### config.mk
export PLATFORM = sky130hd
export DESIGN_NAME = arinc_spi_bridge
export DESIGN_NICKNAME = d
export VERILOG_FILES = /design/src/rtl/arinc_spi_pkg.sv /design/src/rtl/arinc_spi_sync.sv /design/src/rtl/arinc_spi_opdec.sv /design/src/rtl/arinc_spi_bridge.sv
export SDC_FILE = /design/constraint.sdc
export NUM_CORES = 1
export LEC_CHECK = 0
export BUFFER_PORTS_ARGS = -buffer_cell sky130_fd_sc_hd__buf_2
export CORE_UTILIZATION = 56
export CTS_BUF_LIST = sky130_fd_sc_hd__clkbuf_4 sky130_fd_sc_hd__clkbuf_8
export DETAILED_ROUTE_END_ITERATION = 6
export PLACE_DENSITY = 0.81
export SLEW_MARGIN = 0
export SYNTH_ARGS = -nofsm -noshare
export SYNTH_HDL_FRONTEND = slang
export SYNTH_SLANG_ARGS = --single-unit
### constraint.sdc
create_clock -name clk -period 7.1 [get_ports clk]
set_input_delay 0.71 -clock clk [delete_from_list [all_inputs] [get_ports clk]]
set_output_delay 0.71 -clock clk [all_outputs]
set_load 0.02 [all_outputs]
### src/rtl/arinc_spi_pkg.sv
package arinc_spi_pkg;

    typedef enum logic [2:0] {
        OPK_NONE,
        OPK_TXWR,
        OPK_RXRD,
        OPK_PRRD,
        OPK_MWR
    } op_kind_e;

    localparam int OCTET = 8;

    function automatic logic [OCTET-1:0] rev_octet(input logic [OCTET-1:0] b);
        logic [OCTET-1:0] r;
        for (int i = 0; i < OCTET; i++) begin
            r[i] = b[OCTET-1-i];
        end
        return r;
    endfunction

endpackage

### src/rtl/arinc_spi_sync.sv
module arinc_spi_sync #(
    parameter int             N_BITS  = 3,
    parameter int             STAGES  = 2,
    parameter logic [N_BITS-1:0] RST_VAL = '0
) (
    input  logic              clk,
    input  logic              rst_n,
    input  logic [N_BITS-1:0] din,
    output logic [N_BITS-1:0] dout
);

    for (genvar i = 0; i < N_BITS; i++) begin : g_bit
        logic [STAGES-1:0] chain_q;

        always_ff @(posedge clk or negedge rst_n) begin
            if (!rst_n) begin
                chain_q <= {STAGES{RST_VAL[i]}};
            end else begin
                chain_q <= {chain_q[STAGES-2:0], din[i]};
            end
        end

        assign dout[i] = chain_q[STAGES-1];
    end

endmodule

### src/rtl/arinc_spi_opdec.sv
module arinc_spi_opdec
    import arinc_spi_pkg::*;
#(
    parameter int NRX = 2,
    localparam int RXW = (NRX > 1) ? $clog2(NRX) : 1
) (
    input  logic [7:0]     op,
    output op_kind_e       kind,
    output logic [RXW-1:0] rx_idx,
    output logic [1:0]     prio_sel
);

    always_comb begin
        kind     = OPK_NONE;
        rx_idx   = '0;
        prio_sel = 2'd0;
        if (op == 8'h0C) begin
            kind = OPK_TXWR;
        end
        for (int r = 0; r < NRX; r++) begin
            if (op[7:5] == 3'(5 + r) && !op[4] && op[1:0] == 2'b00) begin
                kind     = (op[3:2] == 2'd0) ? OPK_RXRD : OPK_PRRD;
                rx_idx   = RXW'(r);
                prio_sel = op[3:2];
            end
            if (op == 8'(8'h14 + r * 8'h18)) begin
                kind   = OPK_MWR;
                rx_idx = RXW'(r);
            end
        end
    end

endmodule

### src/rtl/arinc_spi_bridge.sv
module arinc_spi_bridge
    import arinc_spi_pkg::*;
#(
    parameter int NRX         = 2,
    parameter int WORD_W      = 32,
    parameter int SYNC_STAGES = 2
) (
    input  logic                             clk,
    input  logic                             rst_n,
    input  logic                             spi_cs_n,
    input  logic                             spi_sclk,
    input  logic                             spi_mosi,
    output logic                             spi_miso,
    input  logic [NRX-1:0]                   rx_flip,
    output logic                             txq_push,
    output logic [WORD_W-1:0]                txq_word,
    input  logic [NRX*WORD_W-1:0]            rxq_word,
    input  logic [NRX-1:0]                   rxq_empty,
    output logic [NRX-1:0]                   rxq_pop,
    input  logic [NRX*3*(WORD_W-8)-1:0]      prio_word,
    output logic [NRX*3*8-1:0]               match_lbl
);

    localparam int LW    = OCTET;
    localparam int NPRIO = 3;
    localparam int PW    = WORD_W - LW;
    localparam int MW    = NPRIO * LW;
    localparam int OPB   = LW;
    localparam int CW    = $clog2(OPB + WORD_W + 1);
    localparam int RXW   = (NRX > 1) ? $clog2(NRX) : 1;
    localparam logic [CW-1:0] CNT_MAX  = {CW{1'b1}};
    localparam logic [CW-1:0] CNT_OP   = CW'(OPB - 1);
    localparam logic [CW-1:0] CNT_WORD = CW'(OPB + WORD_W - 1);
    localparam logic [CW-1:0] CNT_MTCH = CW'(OPB + MW - 1);

    typedef struct packed {
        logic [CW-1:0]            cnt;
        op_kind_e                 kind;
        logic [RXW-1:0]           rx;
        logic                     has_data;
        logic [WORD_W-1:0]        acc;
        logic [WORD_W-1:0]        out_sr;
        logic                     miso;
        logic                     sclk_prev;
        logic                     push;
        logic [WORD_W-1:0]        txw;
        logic [NRX-1:0]           pop;
        logic [NRX-1:0][MW-1:0]   match;
    } state_t;

    state_t st_d, st_q;

    logic [2:0] pins_s;
    logic       cs_s, sclk_s, mosi_s;
    logic       sclk_rise, sclk_fall;

    arinc_spi_sync #(
        .N_BITS  (3),
        .STAGES  (SYNC_STAGES),
        .RST_VAL (3'b100)
    ) u_sync (
        .clk   (clk),
        .rst_n (rst_n),
        .din   ({spi_cs_n, spi_sclk, spi_mosi}),
        .dout  (pins_s)
    );

    assign cs_s      = pins_s[2];
    assign sclk_s    = pins_s[1];
    assign mosi_s    = pins_s[0];
    assign sclk_rise = sclk_s & ~st_q.sclk_prev;
    assign sclk_fall = ~sclk_s & st_q.sclk_prev;

    logic [LW-1:0]  op_byte;
    op_kind_e       dec_kind;
    logic [RXW-1:0] dec_rx;
    logic [1:0]     dec_prio;

    assign op_byte = {st_q.acc[LW-2:0], mosi_s};

    arinc_spi_opdec #(
        .NRX (NRX)
    ) u_dec (
        .op       (op_byte),
        .kind     (dec_kind),
        .rx_idx   (dec_rx),
        .prio_sel (dec_prio)
    );

    always_comb begin
        logic [WORD_W-1:0] rw;
        logic [PW-1:0]     pw;
        int                pidx;

        st_d           = st_q;
        st_d.push      = 1'b0;
        st_d.pop       = '0;
        st_d.sclk_prev = sclk_s;
        rw             = rxq_word[int'(dec_rx)*WORD_W +: WORD_W];
        pidx           = int'(dec_rx) * NPRIO + int'(dec_prio) - 1;
        if (pidx < 0) begin
            pidx = 0;
        end
        pw             = prio_word[pidx*PW +: PW];

        if (cs_s) begin
            st_d.cnt      = '0;
            st_d.kind     = OPK_NONE;
            st_d.has_data = 1'b0;
            st_d.out_sr   = '0;
            st_d.miso     = 1'b0;
        end else begin
            if (sclk_rise) begin
                st_d.cnt = (st_q.cnt == CNT_MAX) ? st_q.cnt : st_q.cnt + 1'b1;
                st_d.acc = {st_q.acc[WORD_W-2:0], mosi_s};

                if (st_q.cnt == CNT_OP) begin
                    st_d.kind     = dec_kind;
                    st_d.rx       = dec_rx;
                    st_d.has_data = 1'b0;
                    st_d.out_sr   = '0;
                    if (dec_kind == OPK_RXRD && !rxq_empty[dec_rx]) begin
                        st_d.has_data = 1'b1;
                        st_d.out_sr   = {rw[WORD_W-1:LW],
                                         rx_flip[dec_rx] ? rev_octet(rw[LW-1:0])
                                                         : rw[LW-1:0]};
                    end
                    if (dec_kind == OPK_PRRD) begin
                        st_d.out_sr = {pw, {LW{1'b0}}};
                    end
                end

                if (st_q.kind == OPK_TXWR && st_q.cnt == CNT_WORD) begin
                    st_d.push = 1'b1;
                    st_d.txw  = st_d.acc;
                end

                if (st_q.kind == OPK_MWR && st_q.cnt == CNT_MTCH) begin
                    st_d.match[st_q.rx] = st_d.acc[MW-1:0];
                end

                if (st_q.kind == OPK_RXRD && st_q.has_data && st_q.cnt == CNT_WORD) begin
                    st_d.pop[st_q.rx] = 1'b1;
                end
            end

            if (sclk_fall) begin
                st_d.miso   = st_q.out_sr[WORD_W-1];
                st_d.out_sr = {st_q.out_sr[WORD_W-2:0], 1'b0};
            end
        end
    end

    always_ff @(posedge clk or negedge rst_n) begin
        if (!rst_n) begin
            st_q           <= '0;
            st_q.kind      <= OPK_NONE;
        end else begin
            st_q <= st_d;
        end
    end

    assign spi_miso  = st_q.miso;
    assign txq_push  = st_q.push;
    assign txq_word  = st_q.txw;
    assign rxq_pop   = st_q.pop;
    assign match_lbl = st_q.match;

    AST_IDLE_MISO_LOW: assert property (@(posedge clk) disable iff (!rst_n)
        cs_s |=> !spi_miso);

    AST_PUSH_IN_FRAME: assert property (@(posedge clk) disable iff (!rst_n)
        txq_push |-> !$past(cs_s));

    AST_PUSH_SINGLE: assert property (@(posedge clk) disable iff (!rst_n)
        txq_push |=> !txq_push);

    AST_POP_ONE_QUEUE: assert property (@(posedge clk) disable iff (!rst_n)
        $onehot0(rxq_pop));

    AST_POP_SINGLE: assert property (@(posedge clk) disable iff (!rst_n)
        (|rxq_pop) |=> !(|rxq_pop));

    AST_MATCH_HOLD_IDLE: assert property (@(posedge clk) disable iff (!rst_n)
        cs_s |=> $stable(match_lbl));

endmodule

==> flow_metrics.env, run 1 <==
export IMPL_top_layer="met4"
export IMPL_antenna_found_initial=5
export IMPL_slew_headroom=0.239
export IMPL_via_per_inst=6.35
export IMPL_async_flop_share=1.00
export IMPL_clock_skew_final_ns=0.00959
export IMPL_fillers=1652
export IMPL_die_y_um=146
export IMPL_drt_initial_drc_count=767
export IMPL_finalHoldViolCount=0
export IMPL_overflow=0
export IMPL_ys_ff_latch=165
export IMPL_fin_area_um2=12900
export IMPL_final_common_cell="buf_2"
export IMPL_crit_arrival_ns=6.08
export IMPL_io_pin_count=301
export IMPL_ir_drop_uv=105
export IMPL_drt_antenna_violating_nets=0
export IMPL_tns_ns=0
export IMPL_clock_latency_ns=0.46
export IMPL_layout_nets=1474
export IMPL_worst_path_buf_inv=4
export IMPL_crit_top_cell="ha_1"
export IMPL_dp_slack_ns=1.36
export IMPL_synth_edf_count=0
export IMPL_critPathSlowestCell="ha_1"
export IMPL_syn_cell_area_um2=11600
export IMPL_ys_types=76
export IMPL_syn_nets=1306
export IMPL_cts_tree="built"
export IMPL_cts_clk_slew_worst_paths_ns=0.09
export IMPL_cap_violations=0
export IMPL_grt_pass1_wl_um=51100
export IMPL_run_status="finished, final reports clean"
export IMPL_ys_seq_area_frac=0.357
export IMPL_finalCritPeriodShare=0.815
export IMPL_postPlaceCellArea_um2=12500
export IMPL_route_met2_wl_um=16100
export IMPL_vias=9726
export IMPL_synth_ff_type="dfrtp_1"
export IMPL_dp_hpwl_um=24300
export IMPL_max_freq_mhz=173
export IMPL_wl_um=32400
export IMPL_rsz0062_at_grt="no"
export IMPL_fp_dieW_um=146
export IMPL_power_density_nw_per_um2=156
export IMPL_slew_viol_final=0
export IMPL_htree_levels=4
export IMPL_wl_met3_um=2760
export IMPL_crit_family="simple AND/OR/NAND/NOR gates"
export IMPL_cts_root_buf="clkbuf_8"
export IMPL_slowest_delay_ns=0.63
export IMPL_drive_above_1_share=0.441
export IMPL_ctsHoldBuffers=0
export IMPL_worst_setup_path_end_kind="register"
export IMPL_cts_resized=0
export IMPL_syn_avg_cell_area_um2=10.7
export IMPL_grt_util_all_layers=0.310
export IMPL_gp_congestion=0.968
export IMPL_grt_pass1_vias=9497
export IMPL_fin_crit_ns=5.78
export IMPL_hold_path_class="in -> async"
export IMPL_cp_required_ns=7.39
export IMPL_setup_slack_ns=1.32
export IMPL_route_detailed_drc=0
export IMPL_port_buffers=300
export IMPL_coreArea_um2=20200
export IMPL_finalSetupViolCount=0
export IMPL_crit_type="reg -> reg"
export IMPL_numClockSinks=165
export IMPL_cts_setup_buffers=0
export IMPL_cp_max_fo=32
export IMPL_drt_met1_wl_um=12200
export IMPL_dieArea_um2=21200
export IMPL_rows=52
export IMPL_mostFrequentLayoutCells="buf_2 (299), nand2_1 (218), dfrtp_1 (163), mux4_2 (96), mux2_2 (60)"
export IMPL_syn_inst=1078
export IMPL_start_util=0.572
export IMPL_synth_warnings=0
export IMPL_cts_max_path_buffers=2
export IMPL_path_cells="nor4_4 > nand4_2 > nand2_1 > inv_1 > ha_1 > inv_1 > ha_1 > nand2b_1 > nand2b_2 > inv_4 > ha_2 > nor2b_1 > ha_1 > buf_4 > mux4_2 > a22o_1 > a221oi_1 > a311oi_1"
export IMPL_firstDrtPassIters=5
export IMPL_worst_slew_pin_slew_ns=1.14
export IMPL_leakage_uw=0.00610
export IMPL_wl_per_cell_um=21.2
export IMPL_cts_made_buffers=17
export IMPL_grt_max_degree=87
export IMPL_cp_start_kind="register"
export IMPL_syn2layout_area_growth_pct=11.3
layout make-up:
| cell class | count | area (µm²) | share of cell area |
|---|---|---|---|
| clock buffer | 19 | 255 | 0.0198 |
| clock inverter | 12 | 100 | 0.00778 |
| timing repair buffer | 315 | 1620 | 0.126 |
| antenna | 4 | 10.0 | 0.000778 |
| inverter | 11 | 43.8 | 0.00340 |
| sequential | 165 | 4130 | 0.321 |
| multi-input combinational | 736 | 6370 | 0.495 |
| tap | 270 | 338 | 0.0262 |
path summary, 6_finish.rpt:
check	startpoint	to	slack [ns]	depth (start not counted)
worst max-delay path	op_byte[6]$_DFFE_PN0P_	st_q[112]$_DFFE_PN0P_	1.32	18
worst min-delay path	rst_n	asynchronous set/reset pin	0.26	1
worst max register to register	op_byte[6]$_DFFE_PN0P_	st_q[112]$_DFFE_PN0P_	1.32	18
worst min register to register	u_sync.g_bit[0].chain_q[0]$_DFF_PN0_	u_sync.g_bit[0].chain_q[1]$_DFF_PN0_	0.36	0
max in group asynchronous	rst_n	st_q[109]$_DFFE_PN0P_	5.26	2
min in group clk	spi_cs_n	u_sync.g_bit[2].chain_q[0]$_DFF_PN1_	0.35	1
metrics by stage:
step	utilization	cells	hold slack (ns)	power [µW]
after global routing	0.636	1532	0.314	2080
final	0.636	1532	0.261	2000
after global placement	0.618	1497	0.334	1390
after detailed placement	0.618	1497	0.350	1400
after CTS	0.636	1528	0.298	2010
after floorplan	-	1078	0.331	1260
layer usage:
layer,vias up,track usage
met4,0,0.149
met5,-,0
met2,650,0.520
met1,4702,0.394
li1,4268,-
met3,106,0.0464
Yosys cell counts (4+ instances only):
master     count  area (µm²)
a31o_2         5        43.8
a221oi_1      15         131
inv_1         10        37.5
clkbuf_1      45         169
nor3_1         6        30.0
dfrtp_1      163        4080
a22oi_1       34         255
nor2b_1       16         100
mux2i_1       10         100
nor4_4         4        85.1
nor3b_1       18         135
nand3_1       13        65.1
a221o_2        7        78.8
a31oi_1        9        56.3
mux4_2        96        2160
and3_2         7        52.6
nand2b_1       4        25.0
a22o_1         6        52.6
buf_4         88         661
buf_2         17        85.1
nor2_1        36         135
o2bb2ai_1      7        61.3
and3_1        19         119
o22ai_1       10        62.6
a311oi_1       5        43.8
buf_1          6        22.5
a211oi_1      10        75.1
a21oi_1       47         235
buf_6          7        78.8
ha_1          10         125
a32oi_1        7        61.3
mux2_2        60         676
nand2_1      218         818
o31ai_1        9        67.6
logic make-up after synthesis:
logic type               count (synthesis)  synth area share
AND/OR/NAND/NOR                        370             0.159
AO/OA/AOI/OAI                          184             0.119
buffers and inverters                  177            0.0942
multiplexers                           166             0.254
flip-flops                             165             0.357
adder cells (fa/ha/maj)                 11            0.0125
XOR/XNOR                                 5           0.00444
power breakdown:
group / switching, µW / total, µW / internal (µW)
Combinational: 198 / 384 / 186
Sequential: 44.9 / 1000 / 955
Clock: 359 / 619 / 260
Note: power is estimated with default switching activity, not from simulation.
==> run 2, diff against run 1 <==
Settings changed: CORE_UTILIZATION 56 to 50, PLACE_DENSITY 0.81 to 0.76.
Clock period 7.1 ns to 4.9 ns, I/O delays scaled along.
==> flow_metrics.env, run 2 (same netlist as run 1, synthesis figures left out) <==
export IMPL_dp_slack_ns=0.501
export IMPL_rsz0062_at_grt="no"
export IMPL_coreArea_um2=22600
export IMPL_via_per_inst=6.22
export IMPL_clock_skew_final_ns=0.0157
export IMPL_finalSetupViolCount=0
export IMPL_crit_type="reg -> reg"
export IMPL_die_y_um=154
export IMPL_cts_clk_slew_worst_paths_ns=0.10
export IMPL_route_detailed_drc=0
export IMPL_drt_antenna_violating_nets=0
export IMPL_cap_violations=0
export IMPL_slew_viol_final=0
export IMPL_max_freq_mhz=225
export IMPL_syn2layout_area_growth_pct=12.8
export IMPL_cts_root_buf="clkbuf_8"
export IMPL_slowest_delay_ns=0.59
export IMPL_finalHoldViolCount=0
export IMPL_path_cells="nor4b_4 > nand2_1 > nand2_1 > inv_1 > ha_1 > inv_1 > ha_1 > nand2b_1 > nand2_1 > inv_1 > ha_2 > nor2b_1 > ha_1 > buf_12 > mux4_2 > a22o_1 > a221oi_1 > a311oi_1"
export IMPL_ctsHoldBuffers=0
export IMPL_cts_tree="built"
export IMPL_slew_headroom=0.220
export IMPL_hold_path_class="in -> async"
export IMPL_timing_rr_end="st_q[115]$_DFFE_PN0P_"
export IMPL_critPathSlowestCell="dfrtp_1"
export IMPL_cp_required_ns=5.22
export IMPL_cts_setup_buffers=0
export IMPL_grt_pass1_wl_um=52400
export IMPL_cp_start_kind="register"
export IMPL_vias=9679
export IMPL_firstDrtPassIters=5
export IMPL_worst_setup_path_end_kind="register"
export IMPL_dp_hpwl_um=25400
export IMPL_overflow=0
export IMPL_final_common_cell="buf_2"
export IMPL_run_status="finished, final reports clean"
export IMPL_drive_above_1_share=0.446
export IMPL_r2r_cells=18
export IMPL_setup_slack_ns=0.450
export IMPL_crit_family="simple AND/OR/NAND/NOR gates"
export IMPL_dieArea_um2=23700
export IMPL_fp_dieW_um=154
export IMPL_drt_initial_drc_count=875
export IMPL_ir_drop_uv=177
export IMPL_layout_nets=1483
export IMPL_gp_congestion=0.949
export IMPL_numClockSinks=165
export IMPL_grt_max_degree=80
export IMPL_io_pin_count=301
export IMPL_htree_levels=4
export IMPL_start_util=0.511
export IMPL_wl_per_cell_um=21.5
export IMPL_fin_crit_ns=4.45
export IMPL_rrSetupSlack_ns=0.45
export IMPL_port_buffers=300
export IMPL_worst_path_buf_inv=4
export IMPL_final_util=0.577
export IMPL_cts_made_buffers=17
export IMPL_crit_arrival_ns=4.78
export IMPL_cts_max_path_buffers=2
export IMPL_r2r_start="op_byte[7]$_DFFE_PN0P_"
export IMPL_power_density_nw_per_um2=230
export IMPL_cts_resized=0
export IMPL_grt_util_all_layers=0.286
export IMPL_clock_latency_ns=0.46
export IMPL_fillers=1965
export IMPL_cp_max_fo=36
export IMPL_grt_pass1_vias=9521
export IMPL_wl_um=33500
export IMPL_leakage_uw=0.00618
export IMPL_rows=55
export IMPL_mostFrequentLayoutCells="buf_2 (299), nand2_1 (218), dfrtp_1 (163), mux4_2 (96), mux2_2 (60)"
export IMPL_tns_ns=0
export IMPL_worst_slew_pin_slew_ns=1.17
export IMPL_finalCritPeriodShare=0.908
export IMPL_antenna_found_initial=3
run 2: worst register-to-register path, cell delays in order, from the launching register on:
cell and delay (ns):
dfrtp_1 0.59, nor4b_4 0.39, nand2_1 0.18, nand2_1 0.12
inv_1 0.17, ha_1 0.33, inv_1 0.04, ha_1 0.19
nand2b_1 0.17, nand2_1 0.10, inv_1 0.06, ha_2 0.16
nor2b_1 0.13, ha_1 0.31, buf_12 0.24, mux4_2 0.38
a22o_1 0.26, a221oi_1 0.34, a311oi_1 0.18
run 2: power by group:
part           total [µW]  internal [µW]  switching [µW]
registers            1430           1380            46.1
clock network         977            398             580
logic                 599            284             315
run 2: worst max-delay path by stage:
stage	startpoint	end	slack, ns	cells after the start
global route	op_byte[7]$_DFFE_PN0P_	st_q[105]$_DFFE_PN0P_	0.15	19
CTS	op_byte[1]$_DFFE_PN0P_	st_q[115]$_DFFE_PN0P_	0.48	18
finish	op_byte[7]$_DFFE_PN0P_	st_q[115]$_DFFE_PN0P_	0.45	18
floorplan	op_byte[1]$_DFFE_PN0P_	st_q[114]$_DFFE_PN0P_	0.009	25
detailed placement	op_byte[1]$_DFFE_PN0P_	st_q[115]$_DFFE_PN0P_	0.50	18
global placement	op_byte[7]$_DFFE_PN0P_	st_q[104]$_DFFE_PN0P_	0.63	16
run 2: area by class of cell:
type	count	area, µm²	share of cell area
tap	285	357	0.0273
antenna	4	10.0	0.000767
sequential	165	4130	0.317
timing repair buffer	324	1740	0.133
multi-input combinational	736	6370	0.488
clock inverter	14	158	0.0121
inverter	11	43.8	0.00336
clock buffer	18	248	0.0190
run 2: routing by layer:
metal | up-vias | global-route usage | share of wire
met5 | - | 0 | 0
met4 | 0 | 0.122 | 0.041
met1 | 4703 | 0.364 | 0.39
met3 | 80 | 0.0414 | 0.071
li1 | 4297 | - | -
met2 | 599 | 0.487 | 0.50
run 2: through the flow:
| step | power (µW) | hold slack [ns] | std cells | cell area (µm²) |
|---|---|---|---|---|
| after floorplan | 1830 | 0.194 | 1078 | 11600 |
| final | 3010 | 0.0384 | 1557 | 13100 |
| after CTS | 3030 | 0.0600 | 1553 | 13000 |
| after global placement | 2040 | 0.336 | 1521 | 12600 |
| after global routing | 3130 | 0.0883 | 1556 | 13100 |
| after detailed placement | 2050 | 0.335 | 1521 | 12600 |
==> run 3, diff against run 2 <==
Settings changed: ABC_AREA from default to 1, CORE_UTILIZATION 50 to 51, PLACE_DENSITY 0.76 to 0.77.
==> flow_metrics.env, run 3 <==
export IMPL_fp_dieW_um=155
export IMPL_leakage_uw=0.00722
export IMPL_cts_resized=0
export IMPL_seq_power_share=0.449
export IMPL_clock_skew_final_ns=0.0143
export IMPL_numClockSinks=165
export IMPL_io_pin_count=301
export IMPL_grt_util_met2=0.488
export IMPL_hold_path_class="in -> async"
export IMPL_vias=12800
export IMPL_drt_antenna_violating_nets=0
export IMPL_cts_clk_slew_worst_paths_ns=0.10
export IMPL_grtUsageMet1=0.369
export IMPL_slowest_delay_ns=0.62
export IMPL_die_y_um=155
export IMPL_wl_um=35100
export IMPL_async_flop_share=1.00
export IMPL_synthTopCellsByCount="nand2_1 (687), nand3_1 (261), o21ai_0 (192)"
export IMPL_cts_root_buf="clkbuf_8"
export IMPL_clock_latency_ns=0.45
export IMPL_ctsHoldBuffers=0
export IMPL_grt_pass1_wl_um=57200
export IMPL_muxShareOfSynthArea=0.00167
export IMPL_htree_levels=4
export IMPL_gp_congestion=1.02
export IMPL_mostFrequentLayoutCells="nand2_1 (684), buf_2 (299), nand3_1 (261), o21ai_0 (192), dfrtp_1 (163)"
export IMPL_ir_drop_uv=146
export IMPL_start_util=0.525
export IMPL_drt_initial_drc_count=1113
export IMPL_drive_above_1_share=0.190
export IMPL_finalSetupViolCount=0
export IMPL_dp_hpwl_um=25400
export IMPL_syn_nets=2106
export IMPL_port_buffers=300
export IMPL_power_frac_comb=0.235
export IMPL_critPathSlowestCell="buf_4"
export IMPL_via_per_inst=5.45
export IMPL_grt_use_met3=0.0490
export IMPL_slew_headroom=0.238
export IMPL_internal_power_uw=2070
export IMPL_dp_slack_ns=0.669
export IMPL_crit_arrival_ns=4.68
export IMPL_finalHoldViolCount=0
export IMPL_fin_area_um2=13400
export IMPL_postPlaceCellArea_um2=13000
export IMPL_final_common_cell="nand2_1"
export IMPL_synth_top_family_by_area="simple AND/OR/NAND/NOR gates"
export IMPL_cp_start_kind="register"
export IMPL_cp_max_fo=64
export IMPL_firstDrtPassIters=5
export IMPL_synthTopCellsByArea="dfrtp_1 (34%), nand2_1 (22%), nand3_1 (11%)"
export IMPL_synth_top_area_cell="dfrtp_1"
export IMPL_yosys_area_share_xor_xnor=0
export IMPL_power_density_nw_per_um2=239
export IMPL_holdWs_ns=0.0549
export IMPL_max_freq_mhz=233
export IMPL_worst_path_stages=21
export IMPL_syn2layout_area_growth_pct=11.9
export IMPL_ys_seq_area_frac=0.345
export IMPL_p_sw_uw=1130
export IMPL_route_detailed_drc=0
export IMPL_cp_required_ns=5.28
export IMPL_netlist_area_leader_share=0.340
export IMPL_yosysMostFrequentCell="nand2_1"
export IMPL_rsz0062_at_grt="no"
export IMPL_grt_busiest_layer="met2"
export IMPL_syn_avg_cell_area_um2=6.39
export IMPL_setup_slack_ns=0.603
export IMPL_slew_viol_final=0
export IMPL_ys_types=39
export IMPL_syn_inst=1878
export IMPL_path_cells="nor2_2 > nand3_2 > nand2_4 > nand2_1 > ha_1 > inv_1 > ha_1 > inv_1 > nand2_2 > nand2_1 > inv_1 > ha_2 > buf_4 > o21ai_0 > o21ai_0 > nand2_1 > nand3_1 > nand3_1 > nand2_1 > nand2_1 > a21oi_1"
export IMPL_layout_nets=2244
export IMPL_synth_fa_ha_area_frac=0.0121
export IMPL_tns_ns=0
export IMPL_final_util=0.588
export IMPL_run_status="finished, final reports clean"
export IMPL_fin_crit_ns=4.30
export IMPL_finalCritPeriodShare=0.877
export IMPL_antenna_found_initial=6
export IMPL_synth_edf_count=0
export IMPL_grt_pass1_vias=11800
export IMPL_r2r_cells=21
export IMPL_rows=55
export IMPL_grt_max_degree=79
export IMPL_crit_family="simple AND/OR/NAND/NOR gates"
export IMPL_worst_setup_path_end_kind="register"
export IMPL_cts_tree="built"
export IMPL_p_sw_frac=0.353
export IMPL_worst_slew_pin_slew_ns=1.14
export IMPL_grt_util_all_layers=0.294
export IMPL_coreArea_um2=22800
export IMPL_synth_compound_area_share=0.140
export IMPL_syn_cell_area_um2=12000
export IMPL_crit_top_cell="nand2_1"
export IMPL_synth_ff_type="dfrtp_1"
export IMPL_cts_made_buffers=17
export IMPL_cts_setup_buffers=0
export IMPL_overflow=0
export IMPL_crit_type="reg -> reg"
export IMPL_cts_max_path_buffers=2
export IMPL_synth_warnings=0
export IMPL_worst_path_buf_inv=4
export IMPL_wl_per_cell_um=15.0
export IMPL_cap_violations=0
export IMPL_ys_ff_latch=165
export IMPL_clockPowerShare=0.316
export IMPL_dieArea_um2=24100
export IMPL_yosys_area_share_simple=0.368
run 3: cell count changes in the layout (fill, tap and decap cells not counted), sizes merged, moves of 16 or more:
| cell | previous run | this run |
|---|---|---|
| nor2b | 16 | 0 |
| a21oi | 48 | 76 |
| mux4 | 96 | 0 |
| and3 | 26 | 1 |
| a22oi | 35 | 0 |
| nor3b | 18 | 0 |
| nor2 | 37 | 85 |
| inv | 18 | 131 |
| o21ai | 2 | 195 |
| nand2 | 219 | 693 |
| mux2 | 60 | 0 |
| o211ai | 0 | 27 |
| nand3 | 14 | 264 |
run 3: kinds of logic after synthesis:
family | Yosys count
simple gates | 1059
flops | 165
compound gates | 313
fa+ha+maj | 11
mux | 2
buf+inv | 328
run 3: final cells by class:
type	instances	area, µm²
fillers	2310	9420
multi-input cells	1385	6290
flip-flops and latches	165	4130
repair buffers	322	1700
inverters	125	469
well taps	313	392
clock buffers	17	234
clock inverters	15	199
diodes	4	10.0
run 3: power by group through the flow:
| stage | registers (µW) | logic, µW | clock network [µW] |
|---|---|---|---|
| 6_report | 1440 | 752 | 1010 |
| 5_1_grt | 1450 | 847 | 1090 |
| 4_1_cts | 1440 | 746 | 1040 |
| 3_5_place_dp | 1460 | 743 | 0 |
| 3_3_place_gp | 1460 | 734 | 0 |
| 2_1_floorplan | 1450 | 474 | 0 |
run 3: final timing paths:
check                                                          start                              endpoint  slack, ns
min in group clk                                            spi_cs_n  u_sync.g_bit[2].chain_q[0]$_DFF_PN1_       0.12
worst max register to register                op_byte[1]$_DFFE_PN0P_                 st_q[102]$_DFFE_PN0P_       0.60
max in group asynchronous                                      rst_n                 st_q[111]$_DFFE_PN0P_       3.75
worst min register to register  u_sync.g_bit[2].chain_q[0]$_DFF_PN1_  u_sync.g_bit[2].chain_q[1]$_DFF_PN1_       0.36
worst min-delay path                                           rst_n            asynchronous set/reset pin       0.05
worst max-delay path                          op_byte[1]$_DFFE_PN0P_                 st_q[102]$_DFFE_PN0P_       0.60
run 3: worst register-to-register path, stage by stage (launching register included):
cell	delay, ns
dfrtp_1	0.41
nor2_2	0.22
nand3_2	0.18
nand2_4	0.17
nand2_1	0.11
ha_1	0.29
inv_1	0.04
ha_1	0.18
inv_1	0.14
nand2_2	0.07
nand2_1	0.08
inv_1	0.07
ha_2	0.61
buf_4	0.63
o21ai_0	0.21
o21ai_0	0.19
nand2_1	0.08
nand3_1	0.17
nand3_1	0.13
nand2_1	0.08
nand2_1	0.04
a21oi_1	0.13
run 3: per-layer routing:
layer | up-vias | part of all wire | wire length [µm]
met5 | - | 0.00094 | 33
met3 | 106 | 0.068 | 2390
met4 | 4 | 0.043 | 1510
met2 | 581 | 0.48 | 16800
met1 | 5823 | 0.41 | 14400
li1 | 6277 | - | -
run 3: per-stage QoR:
stage | power [µW] | cells
3_3_place_gp | 2200 | 2310
3_5_place_dp | 2210 | 2310
4_1_cts | 3220 | 2342
6_report | 3200 | 2346
5_1_grt | 3380 | 2344
2_1_floorplan | 1930 | 1878
